<file path="config.mk">
export PLATFORM = sky130hd
export DESIGN_NAME = spi_txo_slave
export DESIGN_NICKNAME = d
export VERILOG_FILES = /design/src/rtl/spi_txo_pkg.sv /design/src/rtl/spi_txo_sync.sv /design/src/rtl/spi_txo_fifo.sv /design/src/rtl/spi_txo_shifter.sv /design/src/rtl/spi_txo_irq.sv /design/src/rtl/spi_txo_slave.sv
export SDC_FILE = /design/constraint.sdc
export NUM_CORES = 1
export LEC_CHECK = 0
export BUFFER_PORTS_ARGS = -buffer_cell sky130_fd_sc_hd__buf_2
export CAP_MARGIN = 20
export CORE_MARGIN = 1
export CORE_UTILIZATION = 58
export CTS_CLUSTER_DIAMETER = 100
export CTS_CLUSTER_SIZE = 25
export DETAILED_ROUTE_END_ITERATION = 12
export GPL_ROUTABILITY_DRIVEN = 0
export HOLD_SLACK_MARGIN = 0.12
export PLACE_DENSITY = 0.77
export SLEW_MARGIN = 20
export SYNTH_ARGS = -nofsm -noshare
export SYNTH_HDL_FRONTEND = slang
export SYNTH_SLANG_ARGS = --single-unit
export TNS_END_PERCENT = 20
</file>
<file path="constraint.sdc">
create_clock -name clk -period 3.1 [get_ports clk]
set_input_delay 0.775 -clock clk [delete_from_list [all_inputs] [get_ports clk]]
set_output_delay 0.775 -clock clk [all_outputs]
set_load 0.01 [all_outputs]
</file>
<file path="src/rtl/spi_txo_pkg.sv">
`timescale 1ns/1ps
package spi_txo_pkg;
  localparam int NEV    = 5;
  localparam int EV_TXE = 0;
  localparam int EV_UNF = 1;
  localparam int EV_EOT = 2;
  localparam int EV_RXF = 3;
  localparam int EV_ROV = 4;

  typedef logic [NEV-1:0] ev_t;

  typedef enum logic [1:0] {
    XM_DUPLEX = 2'b00,
    XM_RXSIDE = 2'b01,
    XM_TXONLY = 2'b10,
    XM_SPARE  = 2'b11
  } xmode_e;

  // Receive-side events exist in every mode except transmit only.
  function automatic logic rx_events_on(input logic [1:0] mode);
    return xmode_e'(mode) != XM_TXONLY;
  endfunction

  // Number of words the transmit buffer may hold.
  function automatic int unsigned buf_cap(input logic fifo_en, input int unsigned depth);
    return fifo_en ? depth : 1;
  endfunction

  // Sticky status update: write-1-to-clear, a new event wins.
  function automatic ev_t status_next(input ev_t cur, input ev_t clr, input ev_t ev);
    return (cur & ~clr) | ev;
  endfunction
endpackage

</file>
<file path="src/rtl/spi_txo_sync.sv">
`timescale 1ns/1ps
module spi_txo_sync #(
  parameter int W = 3,
  parameter logic [W-1:0] RST = '0
) (
  input  logic         clk,
  input  logic         rst_n,
  input  logic [W-1:0] d,
  output logic [W-1:0] q
);
  for (genvar i = 0; i < W; i++) begin : g_bit
    logic s1, s2;
    always_ff @(posedge clk or negedge rst_n) begin
      if (!rst_n) begin
        s1 <= RST[i];
        s2 <= RST[i];
      end else begin
        s1 <= d[i];
        s2 <= s1;
      end
    end
    assign q[i] = s2;
  end
endmodule

</file>
<file path="src/rtl/spi_txo_fifo.sv">
`timescale 1ns/1ps
module spi_txo_fifo import spi_txo_pkg::*; #(
  parameter  int DW    = 8,
  parameter  int DEPTH = 8,
  localparam int AW    = (DEPTH > 1) ? $clog2(DEPTH) : 1,
  localparam int CNTW  = $clog2(DEPTH + 1)
) (
  input  logic            clk,
  input  logic            rst_n,
  input  logic            fifo_en,
  input  logic            wr_en,
  input  logic [DW-1:0]   wr_data,
  input  logic            pop,
  output logic [DW-1:0]   head,
  output logic [CNTW-1:0] count,
  output logic            empty,
  output logic            drained
);
  logic [DW-1:0] mem [DEPTH];
  logic [AW-1:0] wp, rp;
  logic          accept, do_pop;

  function automatic logic [AW-1:0] ptr_inc(input logic [AW-1:0] p);
    return (32'(p) == DEPTH - 1) ? '0 : p + AW'(1);
  endfunction

  assign accept  = wr_en && (32'(count) < buf_cap(fifo_en, DEPTH));
  assign do_pop  = pop && (count != '0);
  assign head    = mem[rp];
  assign empty   = (count == '0);
  assign drained = do_pop && (count == CNTW'(1)) && !accept;

  always_ff @(posedge clk) begin
    if (accept) mem[wp] <= wr_data;
  end

  always_ff @(posedge clk or negedge rst_n) begin
    if (!rst_n) begin
      wp    <= '0;
      rp    <= '0;
      count <= '0;
    end else begin
      if (accept) wp <= ptr_inc(wp);
      if (do_pop) rp <= ptr_inc(rp);
      count <= count + CNTW'(accept) - CNTW'(do_pop);
    end
  end
endmodule

</file>
<file path="src/rtl/spi_txo_shifter.sv">
`timescale 1ns/1ps
module spi_txo_shifter #(
  parameter  int DW = 8,
  localparam int CW = $clog2(DW)
) (
  input  logic          clk,
  input  logic          rst_n,
  input  logic          sclk_s,
  input  logic          cs_act,
  input  logic          mosi_s,
  input  logic [DW-1:0] head,
  input  logic          have_data,
  output logic          miso,
  output logic          fifo_pop,
  output logic          unf_ev,
  output logic          word_done,
  output logic [DW-1:0] rx_word,
  output logic [CW-1:0] bit_cnt
);
  logic          sclk_q, cs_q;
  logic          rise, fall, cs_start, first_rise;
  logic          have_word, pend_load;
  logic [DW-1:0] tx_sh, rx_sh;

  assign rise       = sclk_s & ~sclk_q;
  assign fall       = ~sclk_s & sclk_q;
  assign cs_start   = cs_act & ~cs_q;
  assign first_rise = cs_act & ~cs_start & rise & (bit_cnt == '0);
  assign word_done  = cs_act & ~cs_start & rise & (bit_cnt == CW'(DW - 1));
  assign fifo_pop   = first_rise & have_word;
  assign unf_ev     = first_rise & ~have_word;
  assign rx_word    = {rx_sh[DW-2:0], mosi_s};
  assign miso       = tx_sh[DW-1];

  always_ff @(posedge clk or negedge rst_n) begin
    if (!rst_n) begin
      sclk_q    <= 1'b0;
      cs_q      <= 1'b0;
      bit_cnt   <= '0;
      have_word <= 1'b0;
      pend_load <= 1'b0;
      tx_sh     <= '0;
      rx_sh     <= '0;
    end else begin
      sclk_q <= sclk_s;
      cs_q   <= cs_act;
      if (!cs_act) begin
        bit_cnt   <= '0;
        pend_load <= 1'b0;
      end else if (cs_start) begin
        // Peek the buffer head; it is consumed at the first sampled bit.
        tx_sh     <= have_data ? head : '0;
        have_word <= have_data;
        bit_cnt   <= '0;
      end else if (rise) begin
        rx_sh   <= rx_word;
        bit_cnt <= (bit_cnt == CW'(DW - 1)) ? '0 : bit_cnt + CW'(1);
        if (bit_cnt == CW'(DW - 1)) pend_load <= 1'b1;
      end else if (fall) begin
        if (pend_load) begin
          tx_sh     <= have_data ? head : '0;
          have_word <= have_data;
          pend_load <= 1'b0;
        end else if (bit_cnt != '0) begin
          tx_sh <= {tx_sh[DW-2:0], 1'b0};
        end
      end
    end
  end
endmodule

</file>
<file path="src/rtl/spi_txo_irq.sv">
`timescale 1ns/1ps
module spi_txo_irq import spi_txo_pkg::*; (
  input  logic clk,
  input  logic rst_n,
  input  ev_t  ev,
  input  ev_t  clr,
  input  ev_t  en,
  output ev_t  status,
  output logic irq
);
  always_ff @(posedge clk or negedge rst_n) begin
    if (!rst_n) status <= '0;
    else        status <= status_next(status, clr, ev);
  end

  assign irq = |(status & en);
endmodule

</file>
<file path="src/rtl/spi_txo_slave.sv">
`timescale 1ns/1ps
module spi_txo_slave import spi_txo_pkg::*; #(
  parameter  int DW    = 8,
  parameter  int DEPTH = 8,
  localparam int CW    = $clog2(DW),
  localparam int CNTW  = $clog2(DEPTH + 1)
) (
  input  logic           clk,
  input  logic           rst_n,
  input  logic [1:0]     cfg_xfer_mode,
  input  logic           cfg_fifo_en,
  input  logic           wr_valid,
  input  logic [DW-1:0]  wr_data,
  input  logic           spi_sclk,
  input  logic           spi_cs_n,
  input  logic           spi_mosi,
  output logic           spi_miso,
  output logic           spi_miso_oe,
  output logic [DW-1:0]  rx_data,
  output logic           rx_req,
  output logic           tx_empty,
  input  logic [NEV-1:0] irq_enable,
  input  logic [NEV-1:0] irq_clear,
  output logic [NEV-1:0] irq_status,
  output logic           irq
);
  logic            sclk_s, cs_n_s, mosi_s, cs_act, rx_on;
  logic [DW-1:0]   head, rx_word;
  logic [CNTW-1:0] fifo_count;
  logic            fifo_empty, fifo_pop, drained, unf_ev, word_done;
  logic [CW-1:0]   bit_cnt;
  ev_t             ev_vec;

  spi_txo_sync #(.W(3), .RST(3'b010)) u_sync (
    .clk (clk),
    .rst_n (rst_n),
    .d   ({spi_sclk, spi_cs_n, spi_mosi}),
    .q   ({sclk_s, cs_n_s, mosi_s})
  );

  assign cs_act = ~cs_n_s;
  assign rx_on  = rx_events_on(cfg_xfer_mode);

  spi_txo_fifo #(.DW(DW), .DEPTH(DEPTH)) u_fifo (
    .clk     (clk),
    .rst_n   (rst_n),
    .fifo_en (cfg_fifo_en),
    .wr_en   (wr_valid),
    .wr_data (wr_data),
    .pop     (fifo_pop),
    .head    (head),
    .count   (fifo_count),
    .empty   (fifo_empty),
    .drained (drained)
  );

  spi_txo_shifter #(.DW(DW)) u_shift (
    .clk       (clk),
    .rst_n     (rst_n),
    .sclk_s    (sclk_s),
    .cs_act    (cs_act),
    .mosi_s    (mosi_s),
    .head      (head),
    .have_data (~fifo_empty),
    .miso      (spi_miso),
    .fifo_pop  (fifo_pop),
    .unf_ev    (unf_ev),
    .word_done (word_done),
    .rx_word   (rx_word),
    .bit_cnt   (bit_cnt)
  );

  always_comb begin
    ev_vec         = '0;
    ev_vec[EV_TXE] = drained;
    ev_vec[EV_UNF] = unf_ev;
    ev_vec[EV_EOT] = word_done & ~cfg_fifo_en;
    ev_vec[EV_RXF] = word_done & rx_on;
    ev_vec[EV_ROV] = word_done & rx_on & irq_status[EV_RXF] & ~irq_clear[EV_RXF];
  end

  spi_txo_irq u_irq (
    .clk    (clk),
    .rst_n  (rst_n),
    .ev     (ev_vec),
    .clr    (irq_clear),
    .en     (irq_enable),
    .status (irq_status),
    .irq    (irq)
  );

  always_ff @(posedge clk or negedge rst_n) begin
    if (!rst_n)                 rx_data <= '0;
    else if (word_done & rx_on) rx_data <= rx_word;
  end

  assign rx_req      = irq_status[EV_RXF] & rx_on;
  assign tx_empty    = fifo_empty;
  assign spi_miso_oe = cs_act;
endmodule

</file>
==> reports/qor.csv, run 1 <==
metric,value,unit
outcome,"complete, no violations",
Max VDD drop,0.000689,V
synth top area cells,"edfxtp_1 (40%), dfrtp_1 (26%), mux2_2 (4.3%)",
largest stage delay on the critical path,0.39,ns
n_diodes,0,
drt pass-1 iters,4,
worst skew pair latency,0.51,ns
Post-Route WL,8290,µm
final net count,409,
cell with the most instances after synthesis,edfxtp_1,
antenna violations before repair,0,
Synth Warn #,0,
hold slack,0.178,ns
post-CTS sizing,0,
Hold Path Class,in -> async,
grt ovf,0,
maximum clock rate,0.399,GHz
largest net degree at the start of global routing,37,
max_slew headroom,0.538,
Avg Inst Size Synth,15.9,µm²
Num CTS Buffers,17,
internal power,3.56,mW
post-route ant nets,0,
final worst path period need,2.51,ns
layout cell share with drive strength beyond 1,0.328,
Overall Global Routing Usage,0.217,
number of enable flip-flop cells after synthesis,64,
"top cells by count, synth","edfxtp_1 (64), dfrtp_1 (49), mux2_2 (18), inv_1 (15), nand2_1 (14)",
CP Cell Sequence,inv_1 -> ha_1 -> nor3b_1 -> nand4b_1 -> inv_1 -> ha_1 -> inv_1 -> ha_1 -> fa_1 -> xor2_1,
placement row count,32,
Floorplan Core Area,0.00785,mm²
Yosys top cell by area,edfxtp_1,
flop and latch count out of synthesis,115,
DIE WIDTH,92.6,µm
postcts setup bufs,0,
"Reg clk slew, reported paths",0.06,ns
Fillers,498,
DR WL/cell,17.2,µm
CP Data Required Time,3.50,ns
critical path class,reg -> reg,
hpwl dp,5620,µm
PwrDens,839,mW/mm²
CP max stage cell,fa_1,
sw frac,0.264,
H-tree Lvls,4,
vias,2686,
vias per std cell,5.56,
Async SR Flop Fraction,0.443,
crit-path max FO,4,
register area share after synthesis,0.672,
setup TNS,0,ns
Worst setup EP type,flip-flop,
worst-margin pin slew,0.694,ns
arrival time at the worst endpoint,2.90,ns
IO Pins,45,
die area,0.00858,mm²
dominant synthesized flop cell,edfxtp_1,
clk_skew,0.00755,ns
clock sink count,115,
clock share of power,0.413,
Starting Density,0.607,
sequential share of power,0.418,
"Setup violations, final",0,
vias in the first global route,2657,
first-pass GRT wire length,13400,µm
PortBufs,44,
syn nets,341,
Switching Power,1.28,mW
root buffer cell,clkbuf_8,
Synth top area share,0.403,
DRC,0,
clk buf depth,2,
Final Cycle Share,0.809,
fin. max-slew vios,0,
Final Hold Violating Endpoints,0,
Die Y,92.6,µm
Post-Synthesis Cells,300,
unrepaired setup endpoints after global routing,no,
count of cell types in the netlist,47,
synthesis-to-finish area growth,21.0,%
P_leak,2.42,nW
Comb pwr share,0.169,
Setup crit start kind,flip-flop,
mapped cell area,0.00476,mm²
Max-Cap Viols,0,
cts hold-fix bufs,0,
CTS tree,built,
Starting DRT DRC Count,150,
## kinds of logic after synthesis
| kind of cell | count (synthesis) | synth area share |
|---|---|---|
| simple gates | 66 | 0.0785 |
| flops | 115 | 0.672 |
| compound gates | 38 | 0.0573 |
| buf+inv | 23 | 0.0260 |
| mux | 42 | 0.124 |
| xor+xnor | 2 | 0.00368 |
| fa+ha+maj | 14 | 0.0384 |
## power by group through the flow
| stage | Sequential [mW] | Combinational, mW | Clock (mW) |
|---|---|---|---|
| floorplan | 1.94 | 0.709 | 0 |
| global placement | 2.04 | 0.796 | 0 |
| detailed placement | 2.05 | 0.816 | 0 |
| CTS | 2.02 | 0.829 | 2.03 |
| global route | 2.05 | 0.904 | 2.10 |
| finish | 2.02 | 0.818 | 2.00 |
## cell type report
| type | count | area (µm²) | area share |
|---|---|---|---|
| Clock inverter | 15 | 208 | 0.0360 |
| Inverter | 16 | 60.1 | 0.0104 |
| Clock buffer | 17 | 414 | 0.0718 |
| Multi-Input combinational cell | 162 | 1450 | 0.251 |
| Timing Repair Buffer | 56 | 310 | 0.0538 |
| Sequential cell | 115 | 3200 | 0.555 |
| Tap cell | 102 | 128 | 0.0221 |
## critical path: cells and delay by family (launching register included)
family,cells,cell delay (ns)
fa+ha+maj,4,1.03
simple gates,2,0.61
buf+inv,3,0.21
flops,1,0.38
xor+xnor,1,0.17
## cell usage in the layout (no fill, tap or decap), types with 4 or more instances in the layout
master | Yosys | layout
mux2_2 | 18 | 18
a21oi_1 | 5 | 5
ha_1 | 13 | 13
nor3_1 | 4 | 4
buf_2 | 2 | 44
nor2_1 | 9 | 9
dfrtp_1 | 49 | 49
buf_4 | 1 | 12
a2bb2oi_1 | 6 | 6
a22oi_1 | 7 | 7
nand2b_1 | 12 | 12
o21ai_0 | 7 | 7
nand3_1 | 9 | 9
nand2_1 | 14 | 14
inv_1 | 15 | 15
bufinv_16 | 0 | 4
clkbuf_16 | 0 | 16
edfxtp_1 | 64 | 64
clkinv_4 | 0 | 5
mux4_2 | 8 | 8
mux2i_1 | 13 | 13
## per-stage QoR
step | area [µm²] | cells | utilization | setup WS, ns | power (mW)
floorplan | 4760 | 300 | - | 0.319 | 2.65
global placement | 5140 | 451 | 0.655 | 0.565 | 2.84
detailed placement | 5140 | 451 | 0.655 | 0.488 | 2.87
CTS | 5770 | 483 | 0.735 | 0.578 | 4.89
global route | 5770 | 483 | 0.735 | 0.403 | 5.05
finish | 5770 | 483 | 0.735 | 0.593 | 4.84
## worst paths after layout
check	to	slack [ns]	start	depth (start not counted)
min in group clk	u_sync.g_bit[2].s2	0.35	u_sync.g_bit[2].s1	0
min	u_sync.g_bit[2].s2	0.18	rst_n	1
max	u_fifo.count[2]	0.59	u_fifo.count[2]	10
max reg2reg	u_fifo.count[2]	0.59	u_fifo.count[2]	10
max in group asynchronous	u_shift.tx_sh[3]	2.15	rst_n	2
min reg2reg	u_sync.g_bit[2].s2	0.35	u_sync.g_bit[2].s1	0
## registers in the layout, summed over array words and instances (netlist names)
signal / flops
u_shift.have_word: 1
u_fifo.count: 4
u_shift.sclk_q: 1
u_shift.tx_sh: 8
u_sync.g_bit.s2: 3
u_shift.cs_q: 1
u_irq.status: 5
u_fifo.rp: 3
u_fifo.mem: 64
u_shift.rx_sh: 7
u_fifo.wp: 3
rx_data: 8
u_shift.bit_cnt: 3
u_sync.g_bit.s1: 3
u_shift.pend_load: 1
## routing by layer
metal | vias up | wire [µm] | global-route usage
met5 | - | 0 | 0
met4 | 0 | 121 | 0.0987
met3 | 12 | 363 | 0.0624
met2 | 73 | 4180 | 0.352
met1 | 1324 | 3620 | 0.271
li1 | 1277 | - | -
(Power assumes the default switching activity.)
==> run 2, diff against run 1 <==
Settings changed: CORE_UTILIZATION 58 to 53, PLACE_DENSITY 0.77 to 0.74.
Clock period 3.1 ns to 2.14 ns, I/O delays scaled along.
==> reports/qor.csv, run 2 (synthesis gave the netlist of run 1 again) <==
metric,value,unit,change
clock sink count,115,,unchanged
final worst path period need,2.12,ns,was 2.51 ns
Placed Area,0.00531,mm²,was 0.00514 mm²
Die Y,96.8,µm,was 92.6 µm
Multi-input gate area,0.00154,mm²,was 0.00145 mm²
Max-Cap Viols,0,,unchanged
post-route ant nets,0,,unchanged
crit-path max FO,2,,was 4
largest stage delay on the critical path,0.38,ns,was 0.39 ns
Switching Power,2.03,mW,was 1.28 mW
arrival time at the worst endpoint,2.50,ns,was 2.90 ns
"Setup violations, final",0,,unchanged
die area,0.00937,mm²,was 0.00858 mm²
vias in the first global route,2989,,"was 2,657"
fin. max-slew vios,0,,unchanged
DRC,0,,unchanged
critical path class,reg -> reg,,unchanged
Floorplan Core Area,0.00872,mm²,was 0.00785 mm²
register area,0.00320,mm²,unchanged
Overall Global Routing Usage,0.206,,was 0.217
"commonest non-fill, non-tap cell in the layout",edfxtp_1,,unchanged
Starting DRT DRC Count,115,,was 150
placement row count,34,,was 32
Reg with most FFs,u_fifo.mem,,unchanged
PwrDens,1180,mW/mm²,was 839 mW/mm²
Post-Route WL,8880,µm,was 8290 µm
Max VDD drop,0.000636,V,was 0.000689 V
CP Cell Sequence,inv_2 -> ha_2 -> nor3b_4 -> nand4b_1 -> inv_1 -> ha_4 -> inv_2 -> ha_4 -> fa_2 -> xor2_1,,was inv_1 -> ha_1 -> nor3b_1 -> nand4b_1 -> inv_1 -> ha_1 -> inv_1 -> ha_1 -> fa_1 -> xor2_1
H-tree Lvls,4,,unchanged
root buffer cell,clkbuf_8,,unchanged
outcome,"complete, no violations",,unchanged
Worst setup EP type,flip-flop,,unchanged
layout cell share with drive strength beyond 1,0.393,,was 0.328
cell area after layout,0.00607,mm²,was 0.00577 mm²
grt ovf,0,,unchanged
unrepaired setup endpoints after global routing,yes,,was no
maximum clock rate,0.471,GHz,was 0.399 GHz
Starting Density,0.546,,was 0.607
P_leak,2.58,nW,was 2.42 nW
worst skew pair latency,0.50,ns,was 0.51 ns
drt pass-1 iters,4,,unchanged
Buf/Inv on CP,3,,unchanged
largest registers,"u_fifo.mem: 64 flops, rx_data: 8 flops, u_shift.tx_sh: 8 flops",,unchanged
clk_skew,0.00448,ns,was 0.00755 ns
vias per std cell,5.50,,was 5.56
CP max stage cell,dfrtp_1,,was fa_1
Hold Path Class,in -> reg,,was in -> async
CTS tree,built,,unchanged
vias,2832,,"was 2,686"
clk buf depth,2,,unchanged
CP Data Required Time,2.52,ns,was 3.50 ns
n_diodes,0,,unchanged
max FFs per register,64,,unchanged
PortBufs,44,,unchanged
worst-margin pin slew,0.517,ns,was 0.694 ns
hpwl dp,5810,µm,was 5620 µm
DR WL/cell,17.2,µm,about the same
setup slack after placement,-0.0721,ns,was 0.488 ns
clock share of power,0.380,,was 0.413
sequential share of power,0.397,,was 0.418
max_slew headroom,0.655,,was 0.538
DIE WIDTH,96.8,µm,was 92.6 µm
largest net degree at the start of global routing,23,,was 37
first-pass GRT wire length,14800,µm,"was 13,400 µm"
Fillers,566,,was 498
final net count,435,,was 409
Num CTS Buffers,17,,unchanged
Setup WS post-layout,0.0189,ns,was 0.593 ns
internal power,5.14,mW,was 3.56 mW
most frequent cells in the layout,"edfxtp_1 (64), dfrtp_1 (49), buf_2 (43), buf_4 (31), mux2_2 (17)",,"was edfxtp_1 (64), dfrtp_1 (49), buf_2 (44), mux2_2 (18), clkbuf_16 (16)"
"Reg clk slew, reported paths",0.06,ns,about the same
synthesis-to-finish area growth,27.4,%,was 21.0%
Final Cycle Share,0.991,,was 0.809
sw frac,0.283,,was 0.264
Final Hold Violating Endpoints,0,,unchanged
Setup crit start kind,flip-flop,,unchanged
IO Pins,45,,unchanged
family with the most delay on the worst path,adder cells,,unchanged
Comb pwr share,0.222,,was 0.169
antenna violations before repair,0,,unchanged
register-to-register setup slack,0.02,ns,was 0.59 ns
==> run 2: final timing paths <==
check                                   startpoint                 end  depth (start not counted)
worst max-delay path               u_fifo.count[2]     u_fifo.count[2]                         10
worst min-delay path                  irq_clear[4]     u_irq.status[4]                          2
worst max register to register     u_fifo.count[2]     u_fifo.count[2]                         10
worst min register to register  u_sync.g_bit[0].s1  u_sync.g_bit[0].s2                          0
max in group asynchronous                    rst_n  u_sync.g_bit[1].s1                          3
min in group asynchronous                    rst_n     u_irq.status[0]                          2
==> run 2: layout make-up <==
class,instances,share of cell area
flip-flops and latches,115,0.528
multi-input cells,162,0.254
repair buffers,82,0.0893
clock buffers,17,0.0683
clock inverters,15,0.0283
well taps,108,0.0223
inverters,16,0.0103
==> run 2: what timing repair did <==
action | in CTS | in global routing
hold buffers | 2 | 2
setup buffers | 5 | 1
pin swaps | 0 | 3
endpoints found under the hold margin | 18 | 2
endpoints found under the setup margin | 4 | 29
resized for setup | 3 | 19
==> run 2: per-stage QoR <==
| step | hold slack (ns) | utilization | power, mW | TNS [ns] | cells |
|---|---|---|---|---|---|
| final | 0.221 | 0.696 | 7.17 | 0 | 515 |
| after global routing | 0.206 | 0.696 | 7.50 | -0.189 | 515 |
| after CTS | 0.122 | 0.683 | 7.09 | 0 | 513 |
| after detailed placement | 0.335 | 0.608 | 4.31 | -0.726 | 474 |
| after global placement | 0.334 | 0.608 | 4.24 | -0.0505 | 474 |
| after floorplan | 0.239 | - | 3.87 | -6.21 | 300 |
==> run 2: per-layer routing <==
metal / GRT usage / up-vias / wire [µm]
li1: - / 1331 / -
met2: 0.345 / 74 / 4610
met4: 0.0631 / 0 / 42
met5: 0 / - / 0
met3: 0.0535 / 5 / 437
met1: 0.265 / 1422 / 3790
==> run 2: power by group through the flow <==
stage	combinational (mW)	sequential, mW	clock, mW
final	1.59	2.85	2.73
after global routing	1.75	2.89	2.87
after CTS	1.47	2.84	2.77
after detailed placement	1.44	2.87	0
after global placement	1.39	2.86	0
after floorplan	1.04	2.83	0
